### config.mk
export PLATFORM = sky130hd
export DESIGN_NAME = data_addr_gen
export DESIGN_NICKNAME = d
export VERILOG_FILES = /design/src/rtl/dagu_pkg.sv /design/src/rtl/dagu_calc.sv /design/src/rtl/dagu_region_dec.sv /design/src/rtl/dagu_wb_reg.sv /design/src/rtl/data_addr_gen.sv
export SDC_FILE = /design/constraint.sdc
export NUM_CORES = 1
export LEC_CHECK = 0
export CAP_MARGIN = 0
export CORE_UTILIZATION = 44
export CTS_CLUSTER_SIZE = 12
export DETAILED_ROUTE_END_ITERATION = 6
export PLACE_DENSITY_LB_ADDON = 0.08
export SYNTH_ARGS = -nofsm -noshare
export SYNTH_HDL_FRONTEND = slang
export SYNTH_HIERARCHICAL = 1
export SYNTH_SLANG_ARGS = --single-unit
### constraint.sdc
create_clock -name clk -period 3.2 [get_ports clk]
set_input_delay 0.64 -clock clk [delete_from_list [all_inputs] [get_ports clk]]
set_output_delay 0.64 -clock clk [all_outputs]
set_load 0.1 [all_outputs]
### src/rtl/dagu_pkg.sv
package dagu_pkg;

    typedef enum logic [2:0] {
        MODE_ABS     = 3'd0,
        MODE_PTR     = 3'd1,
        MODE_OFS     = 3'd2,
        MODE_PREDEC  = 3'd3,
        MODE_POSTINC = 3'd4,
        MODE_PORT    = 3'd5,
        MODE_RSV6    = 3'd6,
        MODE_RSV7    = 3'd7
    } amode_e;

    typedef enum logic [1:0] {
        PSEL_X   = 2'd0,
        PSEL_Y   = 2'd1,
        PSEL_Z   = 2'd2,
        PSEL_RSV = 2'd3
    } psel_e;

    localparam int          ADDR_W     = 16;
    localparam int          IMM_W      = 6;
    localparam int          REGION_N   = 4;
    localparam logic [15:0] PORT_BASE  = 16'h0020;
    localparam logic [15:0] XIO_BASE   = 16'h0060;
    localparam logic [15:0] SRAM_BASE  = 16'h0100;
    localparam int unsigned PAIR_BASE  = 26;

    typedef struct packed {
        logic [ADDR_W-1:0] ea;
        logic              wb_need;
        logic [ADDR_W-1:0] wb_val;
        logic              illegal;
    } calc_s;

    // Index of the even register holding the low byte of the pointer pair
    function automatic logic [4:0] pair_low_reg(input psel_e s);
        return 5'(PAIR_BASE + 2 * int'(s));
    endfunction

    // Lower bound (inclusive) of region i, 17 bits to hold the SRAM end
    function automatic logic [16:0] region_lo(input int i);
        case (i)
            0:       return 17'h00000;
            1:       return {1'b0, PORT_BASE};
            2:       return {1'b0, XIO_BASE};
            default: return {1'b0, SRAM_BASE};
        endcase
    endfunction

    // Upper bound (exclusive) of region i
    function automatic logic [16:0] region_hi(input int i, input int unsigned sram_bytes);
        case (i)
            0:       return {1'b0, PORT_BASE};
            1:       return {1'b0, XIO_BASE};
            2:       return {1'b0, SRAM_BASE};
            default: return 17'({1'b0, SRAM_BASE} + 17'(sram_bytes));
        endcase
    endfunction

endpackage

### src/rtl/dagu_calc.sv
module dagu_calc
    import dagu_pkg::*;
(
    input  amode_e            mode,
    input  logic [ADDR_W-1:0] abs_addr,
    input  logic [IMM_W-1:0]  imm,
    input  psel_e             sel,
    input  logic [ADDR_W-1:0] ptr,
    output calc_s             res
);
    localparam logic [ADDR_W-1:0] ONE = ADDR_W'(1);

    logic [ADDR_W-1:0] imm_ext;
    logic              sel_ok;

    assign imm_ext = {{(ADDR_W-IMM_W){1'b0}}, imm};
    assign sel_ok  = (sel != PSEL_RSV);

    always_comb begin
        res = '0;
        unique case (mode)
            MODE_ABS: begin
                res.ea = abs_addr;
            end
            MODE_PTR: begin
                res.ea      = ptr;
                res.illegal = !sel_ok;
            end
            MODE_OFS: begin
                res.ea      = ptr + imm_ext;
                res.illegal = !sel_ok || (sel == PSEL_X);
            end
            MODE_PREDEC: begin
                res.ea      = ptr - ONE;
                res.wb_need = 1'b1;
                res.wb_val  = ptr - ONE;
                res.illegal = !sel_ok;
            end
            MODE_POSTINC: begin
                res.ea      = ptr;
                res.wb_need = 1'b1;
                res.wb_val  = ptr + ONE;
                res.illegal = !sel_ok;
            end
            MODE_PORT: begin
                res.ea = PORT_BASE + imm_ext;
            end
            default: begin
                res.illegal = 1'b1;
            end
        endcase
    end
endmodule

### src/rtl/dagu_region_dec.sv
module dagu_region_dec
    import dagu_pkg::*;
#(
    parameter int unsigned SRAM_BYTES = 2048
) (
    input  logic                en,
    input  logic [ADDR_W-1:0]   addr,
    output logic [REGION_N-1:0] sel,
    output logic                oor
);
    localparam logic [16:0] MAP_END = region_hi(REGION_N - 1, SRAM_BYTES);

    logic [16:0] addr_x;
    assign addr_x = {1'b0, addr};

    for (genvar g = 0; g < REGION_N; g++) begin : g_win
        localparam logic [16:0] LO = region_lo(g);
        localparam logic [16:0] HI = region_hi(g, SRAM_BYTES);
        assign sel[g] = en && (addr_x >= LO) && (addr_x < HI);
    end

    assign oor = en && (addr_x >= MAP_END);
endmodule

### src/rtl/dagu_wb_reg.sv
module dagu_wb_reg
    import dagu_pkg::*;
(
    input  logic              clk,
    input  logic              rst,
    input  logic              load,
    input  psel_e             sel_in,
    input  logic [ADDR_W-1:0] val_in,
    output logic              wb_en,
    output psel_e             wb_sel,
    output logic [4:0]        wb_reg,
    output logic [ADDR_W-1:0] wb_val
);
    always_ff @(posedge clk) begin
        if (rst) begin
            wb_en  <= 1'b0;
            wb_sel <= PSEL_X;
            wb_reg <= '0;
            wb_val <= '0;
        end else begin
            wb_en <= load;
            if (load) begin
                wb_sel <= sel_in;
                wb_reg <= pair_low_reg(sel_in);
                wb_val <= val_in;
            end
        end
    end
endmodule

### src/rtl/data_addr_gen.sv
module data_addr_gen
    import dagu_pkg::*;
#(
    parameter int unsigned SRAM_BYTES = 2048
) (
    input  logic        clk,
    input  logic        rst,
    input  logic        acc_valid,
    input  logic [2:0]  acc_mode,
    input  logic [15:0] abs_addr,
    input  logic [5:0]  imm6,
    input  logic [1:0]  ptr_sel,
    input  logic [15:0] ptr_val,
    output logic [15:0] eff_addr,
    output logic [3:0]  region_sel,
    output logic        out_of_range,
    output logic        mode_illegal,
    output logic        ptr_wb_en,
    output logic [1:0]  ptr_wb_sel,
    output logic [4:0]  ptr_wb_reg,
    output logic [15:0] ptr_wb_val
);
    calc_s  calc;
    psel_e  sel_e;
    psel_e  wb_sel_e;
    logic   decode_en;
    logic   wb_load;

    assign sel_e = psel_e'(ptr_sel);

    dagu_calc u_calc (
        .mode     (amode_e'(acc_mode)),
        .abs_addr (abs_addr),
        .imm      (imm6),
        .sel      (sel_e),
        .ptr      (ptr_val),
        .res      (calc)
    );

    assign decode_en = acc_valid && !calc.illegal;

    dagu_region_dec #(.SRAM_BYTES(SRAM_BYTES)) u_dec (
        .en   (decode_en),
        .addr (calc.ea),
        .sel  (region_sel),
        .oor  (out_of_range)
    );

    assign wb_load = decode_en && calc.wb_need;

    dagu_wb_reg u_wb (
        .clk    (clk),
        .rst    (rst),
        .load   (wb_load),
        .sel_in (sel_e),
        .val_in (calc.wb_val),
        .wb_en  (ptr_wb_en),
        .wb_sel (wb_sel_e),
        .wb_reg (ptr_wb_reg),
        .wb_val (ptr_wb_val)
    );

    assign ptr_wb_sel   = ptr_wb_sel_w(wb_sel_e);
    assign eff_addr     = calc.ea;
    assign mode_illegal = acc_valid && calc.illegal;

    function automatic logic [1:0] ptr_wb_sel_w(input psel_e s);
        return 2'(s);
    endfunction
endmodule

After elaboration in Yosys (flattened, before gate mapping):

Index checks and enable logic that the tools add are counted.

* input bits: 46
* word-level logic and storage cells: 47
* register bits: 24

* equality and inequality tests: 6
* reductions and logical operators: 20
* multiplexer cells: 3
* order comparisons: 9
* add/subtract/negate cells: 5

Operators with widths (count)
* case mux 16 bit (5 select lines): 1
* case mux 17 bit (2 select lines): 1
* adder 16 x 1 -> 16 bit, second input constant: 1
* adder 16 x 6 -> 16 bit: 1
* >= comparator 16 x 1 -> 1 bit, second input constant: 1
* >= comparator 16 x 12 -> 1 bit, second input constant: 1
* >= comparator 16 x 6 -> 1 bit, second input constant: 1
* >= comparator 16 x 7 -> 1 bit, second input constant: 1
* >= comparator 16 x 9 -> 1 bit, second input constant: 1
* less-than comparator 16 x 12 -> 1 bit, second input constant: 1
* less-than comparator 16 x 6 -> 1 bit, second input constant: 1
* less-than comparator 16 x 7 -> 1 bit, second input constant: 1
* less-than comparator 16 x 9 -> 1 bit, second input constant: 1
* subtractor 16 x 1 -> 16 bit, second input constant: 1
* logical AND 1 bit: 12
* adder 6 x 6 -> 7 bit, first input constant: 1
* == test 3 x 2 -> 1 bit, second input constant: 2
* == test 3 bit, second input constant: 2
* adder 5 x 3 -> 5 bit, first input constant: 1
* OR reduction 2 bit: 2
* == test 3 x 1 -> 1 bit, second input constant: 1
* zero test 3 bit: 1
* case mux 1 bit (3 select lines): 1
* OR reduction 3 bit: 1
* 4 further kinds: 5

Depth between registers and ports, before layout:

* depth in word-level cells: 8
* mapped depth: 11
* depth with buffers taken out: 10

By module:

Netlist, hierarchy kept.

Modules (own cells, without submodules)
* dagu_calc: cells an instance 312, area each 2057.0 um2, times used 1
* dagu_wb_reg: cells an instance 75, area each 833.3 um2, times used 1
* dagu_region_dec: cells an instance 11, area each 110.1 um2, times used 1
* data_addr_gen: cells an instance 3, area each 26.3 um2, times used 1

Worst setup path after synthesis:

OpenSTA, ideal clock, no wires.

* path kind: in2out
* start: in imm6[2]
* end: out out_of_range
* path slack: -4027 ps
* arrival: 6587 ps
* required time: 2560 ps
* stages: 8
* path through: ha_1 -> o21ai_0 -> o21ai_0 -> nand3_1 -> xor2_1 -> o21ai_0 -> o31ai_1 -> a21boi_0

* longest elaborated chain between the ends: 4

RTL lines
* start, declared: line data_addr_gen.sv:11 `input logic [5:0] imm6,`
* adder 16 x 6 -> 16 bit: line dagu_calc.sv:30 `res.ea = ptr + imm_ext;`
* case mux 16 bit (5 select lines): line dagu_calc.sv:21 `unique case (mode)`
* net eff_addr[11]: line data_addr_gen.sv:14 `output logic [15:0] eff_addr,`
* >= comparator 16 x 12 -> 1 bit: line dagu_region_dec.sv:22 `assign oor = en && (addr_x >= MAP_END);`
* logical AND 1 bit: line dagu_region_dec.sv:22
* end, declared: line data_addr_gen.sv:16 `output logic out_of_range,`

The timed path passes the listed nets, and every way through them passes these cells.

Final worst setup path:

* start: in ptr_val[0]
* end: out region_sel[0]

* longest elaborated chain between the ends: 5

RTL lines
* start, declared: line data_addr_gen.sv:13 `input logic [15:0] ptr_val,`
* subtractor 16 x 1 -> 16 bit / adder 16 x 6 -> 16 bit (equally long branches): line dagu_calc.sv:34, dagu_calc.sv:30
* case mux 16 bit (5 select lines) (*): line dagu_calc.sv:21
* >= comparator 16 x 1 -> 1 bit: line dagu_region_dec.sv:19 `assign sel[g] = en && (addr_x >= LO) && (addr_x < HI);`
* logical AND 1 bit: line dagu_region_dec.sv:19
* logical AND 1 bit (*): line dagu_region_dec.sv:19
* end, declared: line data_addr_gen.sv:15 `output logic [3:0] region_sel,`

Mark *: on every way between the ends. The rest lies on a longest branch, timed or not.

==> results_dict.tcl <==
set metrics [dict create \
    cp_common_cell "nor4_4" \
    synthArstFlopShare_pct 0 \
    portBuffers 90 \
    max_cap_viol_count 0 \
    grt_util_all_layers_pct 34.9 \
    ys_seq_area_share_pct 14.6 \
    pre_cts_slack_ns -1.06 \
    nNetsFinal 671 \
    cts_buffer_depth 2 \
    path_cells "buf_8 > ha_4 > fa_2 > a211oi_4 > o21ai_4 > nand4_1 > xor2_1 > o221ai_2 > nor4_4 > nand3_2 > nor4_4 > buf_12" \
    cts_buffers 3 \
    synth-main-ff-cell "dfxtp_1" \
    ant_nets 0 \
    r2r_cells 2 \
    dp_cells 655 \
    root_buffer "clkbuf_8" \
    die_area_sq_um 7210 \
    grt_pass1_wl_um 20100 \
    cp.arrival_ns 3.20 \
    firstDrtPassIters 7 \
    powerDensity_nw_per_um2 256 \
    drive_gt1_share_pct 48.4 \
    yosysUniqueCellTypes 69 \
    hold_viol 0 \
    crit_start "ptr_val[0]" \
    clock_latency_ns 0.25 \
    finalSetupViolations 10 \
    slew_viol_final 0 \
    cts_tree "yes" \
    layout_setup_ws_ns -0.641 \
    die_x_um 84.9 \
    r2r_slack_ns 2.53 \
    fin_util_pct 86.9 \
    finalCritPeriodShare_pct 120 \
    yosys_warnings 6 \
    dieHeight_um 84.9 \
    finalNonFillerCells 690 \
    whs_ns 0.492 \
    critPathRequiredTime_ns 2.56 \
    r2r_end "u_wb/wb_sel[1]$_SDFFE_PP0P_" \
    cts-hold-fix-buffers 0 \
    peakVddDrop_mv 0.281 \
    path_clk_slew_ns 0.07 \
    vias 4163 \
    crit_path_end "region_sel[0]" \
    synth.ff_latch_count 22 \
    end_kind "output pin" \
    period_minus_slack_ns 3.84 \
    final.setup_skew_ns 0 \
    core_sq_um 6490 \
    syn_area_sq_um 3030 \
    max_freq_mhz 260 \
    largest_register_ffs 16 \
    hp-class "flop to flop" \
    violations "DRC, setup timing" \
    tightest_slew_ns 0.750 \
    viasPerCell 6.03 \
    critPathLaunchType "input pin" \
    critPathMaxFanout 5 \
    grt_start_max_net_pins 23 \
    drtIter0Drc 401 \
    syn_inst 401 \
    drcViolationCount 10 \
    path_class "input pin to output pin" \
    wl_per_cell_um 19.8 \
    leakage_nw 2.40 \
    synth_edf_count 0 \
    min_path_cells 2 \
    rr_startpoint "u_wb/wb_sel[1]$_SDFFE_PP0P_" \
    routed_wl_um 13700 \
    grt_antenna_before_repair 1 \
    synth_area_per_cell_sq_um 7.55 \
    syn_to_final_growth_pct 86.6 \
    dp_hpwl_um 9350 \
    initial_utilization_pct 46.6 \
    cp_slowest_cell "fa_2" \
    htree_levels 1 \
    synth_fp_nets 458 \
    grt_overflow_total 0 \
    io_pins 92 \
    outcome "complete, but fails checks" \
    clkSinkCount 22 \
    rsz0062_at_grt "yes" \
    grt_pass1_vias 4133 \
    rows 29 \
    nFillCells 349 \
    max_slew_margin_pct 49.8 \
    max_stage_delay_ns 0.39 \
    gp_congestion 0.903 \
]
-- cell families (layout without fill, tap and decap cells) --
kind of cell | after synthesis | after routing | synth area share [%]
compound gates | 114 | 114 | 25.2
buf+inv | 45 | 256 | 8.43
xor+xnor | 20 | 20 | 5.79
fa+ha+maj | 11 | 11 | 4.80
flops | 22 | 22 | 14.6
other cells | 1 | 2 | 0.124
mux | 41 | 41 | 14.1
simple gates | 147 | 147 | 27.0
-- routing by layer --
metal  global-route usage (%)  up-vias  wire, um
met3                     3.40       46       972
met5                        0        -         0
met1                     44.2     1939      5620
met2                     61.4      260      6750
li1                         -     1918         -
met4                     12.8        0       325
-- Yosys cell counts (all sizes together), types with 2 or more instances --
cell,instances,share of area (%)
xnor2,9,2.6
inv,5,0.62
nand2b,4,0.83
or3,4,0.87
a221oi,6,1.7
and4,2,0.58
o21ai,28,4.6
a211oi,6,1.7
o22a,2,0.58
a21o,3,0.74
a2bb2oi,2,0.58
o31a,2,0.58
a31oi,3,0.62
ha,10,4.1
dfxtp,22,15
nand3,15,2.8
a32oi,3,0.87
xor2,11,3.2
o31ai,3,0.74
and4b,2,0.74
or2,2,0.41
and3,10,2.1
a311oi,3,0.87
o21bai,2,0.50
o211ai,3,0.74
nand4,4,0.83
a22oi,4,0.99
o221ai,9,2.6
mux2i,36,12
nor2b,4,0.83
clkbuf,20,2.5
nor3,12,2.7
o22ai,2,0.41
and2b,2,0.54
buf,20,5.3
nor4,6,2.6
mux2,4,1.5
and2,4,0.91
nor2,49,6.1
a21oi,27,4.5
nand2,23,2.9
-- what timing repair did --
action                                 4_1_cts  5_1_grt
pin swaps                                   40       38
resized for setup                          116       47
buffers inserted                            23       12
setup endpoints to repair                   19       14
endpoints found under the hold margin        0        0
-- critical path: cells and delay by family --
| family | cells | cell delay [ns] |
|---|---|---|
| compound gates | 3 | 0.62 |
| xor+xnor | 1 | 0.23 |
| fa+ha+maj | 2 | 0.54 |
| buf+inv | 2 | 0.31 |
| simple gates | 4 | 0.84 |
-- cell type report --
type / count / area [sq um] / area share [%]
timing repair buffer: 248 / 2300 / 40.8
tap: 77 / 96.3 / 1.71
clock buffer: 3 / 41.3 / 0.731
antenna: 1 / 2.50 / 0.0443
sequential: 22 / 440 / 7.80
inverter: 5 / 18.8 / 0.332
multi-input combinational: 334 / 2740 / 48.6
-- cells in the final DEF (no fill, tap or decap), types with 10 or more instances in the layout --
cell / count
nand2_1: 21
nand3_1: 11
nor2_1: 46
mux2i_1: 36
buf_4: 164
o21ai_0: 18
buf_6: 22
dfxtp_1: 22
clkdlybuf4s50_1: 22
a21oi_1: 26
xor2_1: 10
buf_12: 23
-- power breakdown --
| group | total, mW | switching [mW] | internal [mW] |
|---|---|---|---|
| registers | 0.282 | 0.00295 | 0.279 |
| clock network | 0.168 | 0.0839 | 0.0839 |
| logic | 0.998 | 0.573 | 0.425 |
| total | 1.45 | 0.660 | 0.788 |
-- stage by stage --
stage / TNS, ns / area [sq um] / power (mW)
after floorplan: -13.56 / 3130 / 0.792
final: -3.39 / 5650 / 1.45
after global routing: -4.69 / 5650 / 1.50
after global placement: -8.64 / 5010 / 1.14
after CTS: -2.41 / 5420 / 1.37
after detailed placement: -9.29 / 5010 / 1.15
-- worst min-delay path by stage --
stage,startpoint,slack (ns),end
3_3_place_gp,u_wb/wb_reg[1]$_SDFFE_PP0P_,0.46,u_wb/wb_reg[1]$_SDFFE_PP0P_
4_1_cts,u_wb/wb_reg[1]$_SDFFE_PP0P_,0.49,u_wb/wb_reg[1]$_SDFFE_PP0P_
6_report,u_wb/wb_reg[1]$_SDFFE_PP0P_,0.49,u_wb/wb_reg[1]$_SDFFE_PP0P_
2_1_floorplan,rst,0.71,u_wb/wb_en$_SDFF_PP0_
5_1_grt,u_wb/wb_reg[1]$_SDFFE_PP0P_,0.51,u_wb/wb_reg[1]$_SDFFE_PP0P_
3_5_place_dp,u_wb/wb_reg[1]$_SDFFE_PP0P_,0.48,u_wb/wb_reg[1]$_SDFFE_PP0P_
Note: power is estimated with default switching activity, not from simulation.
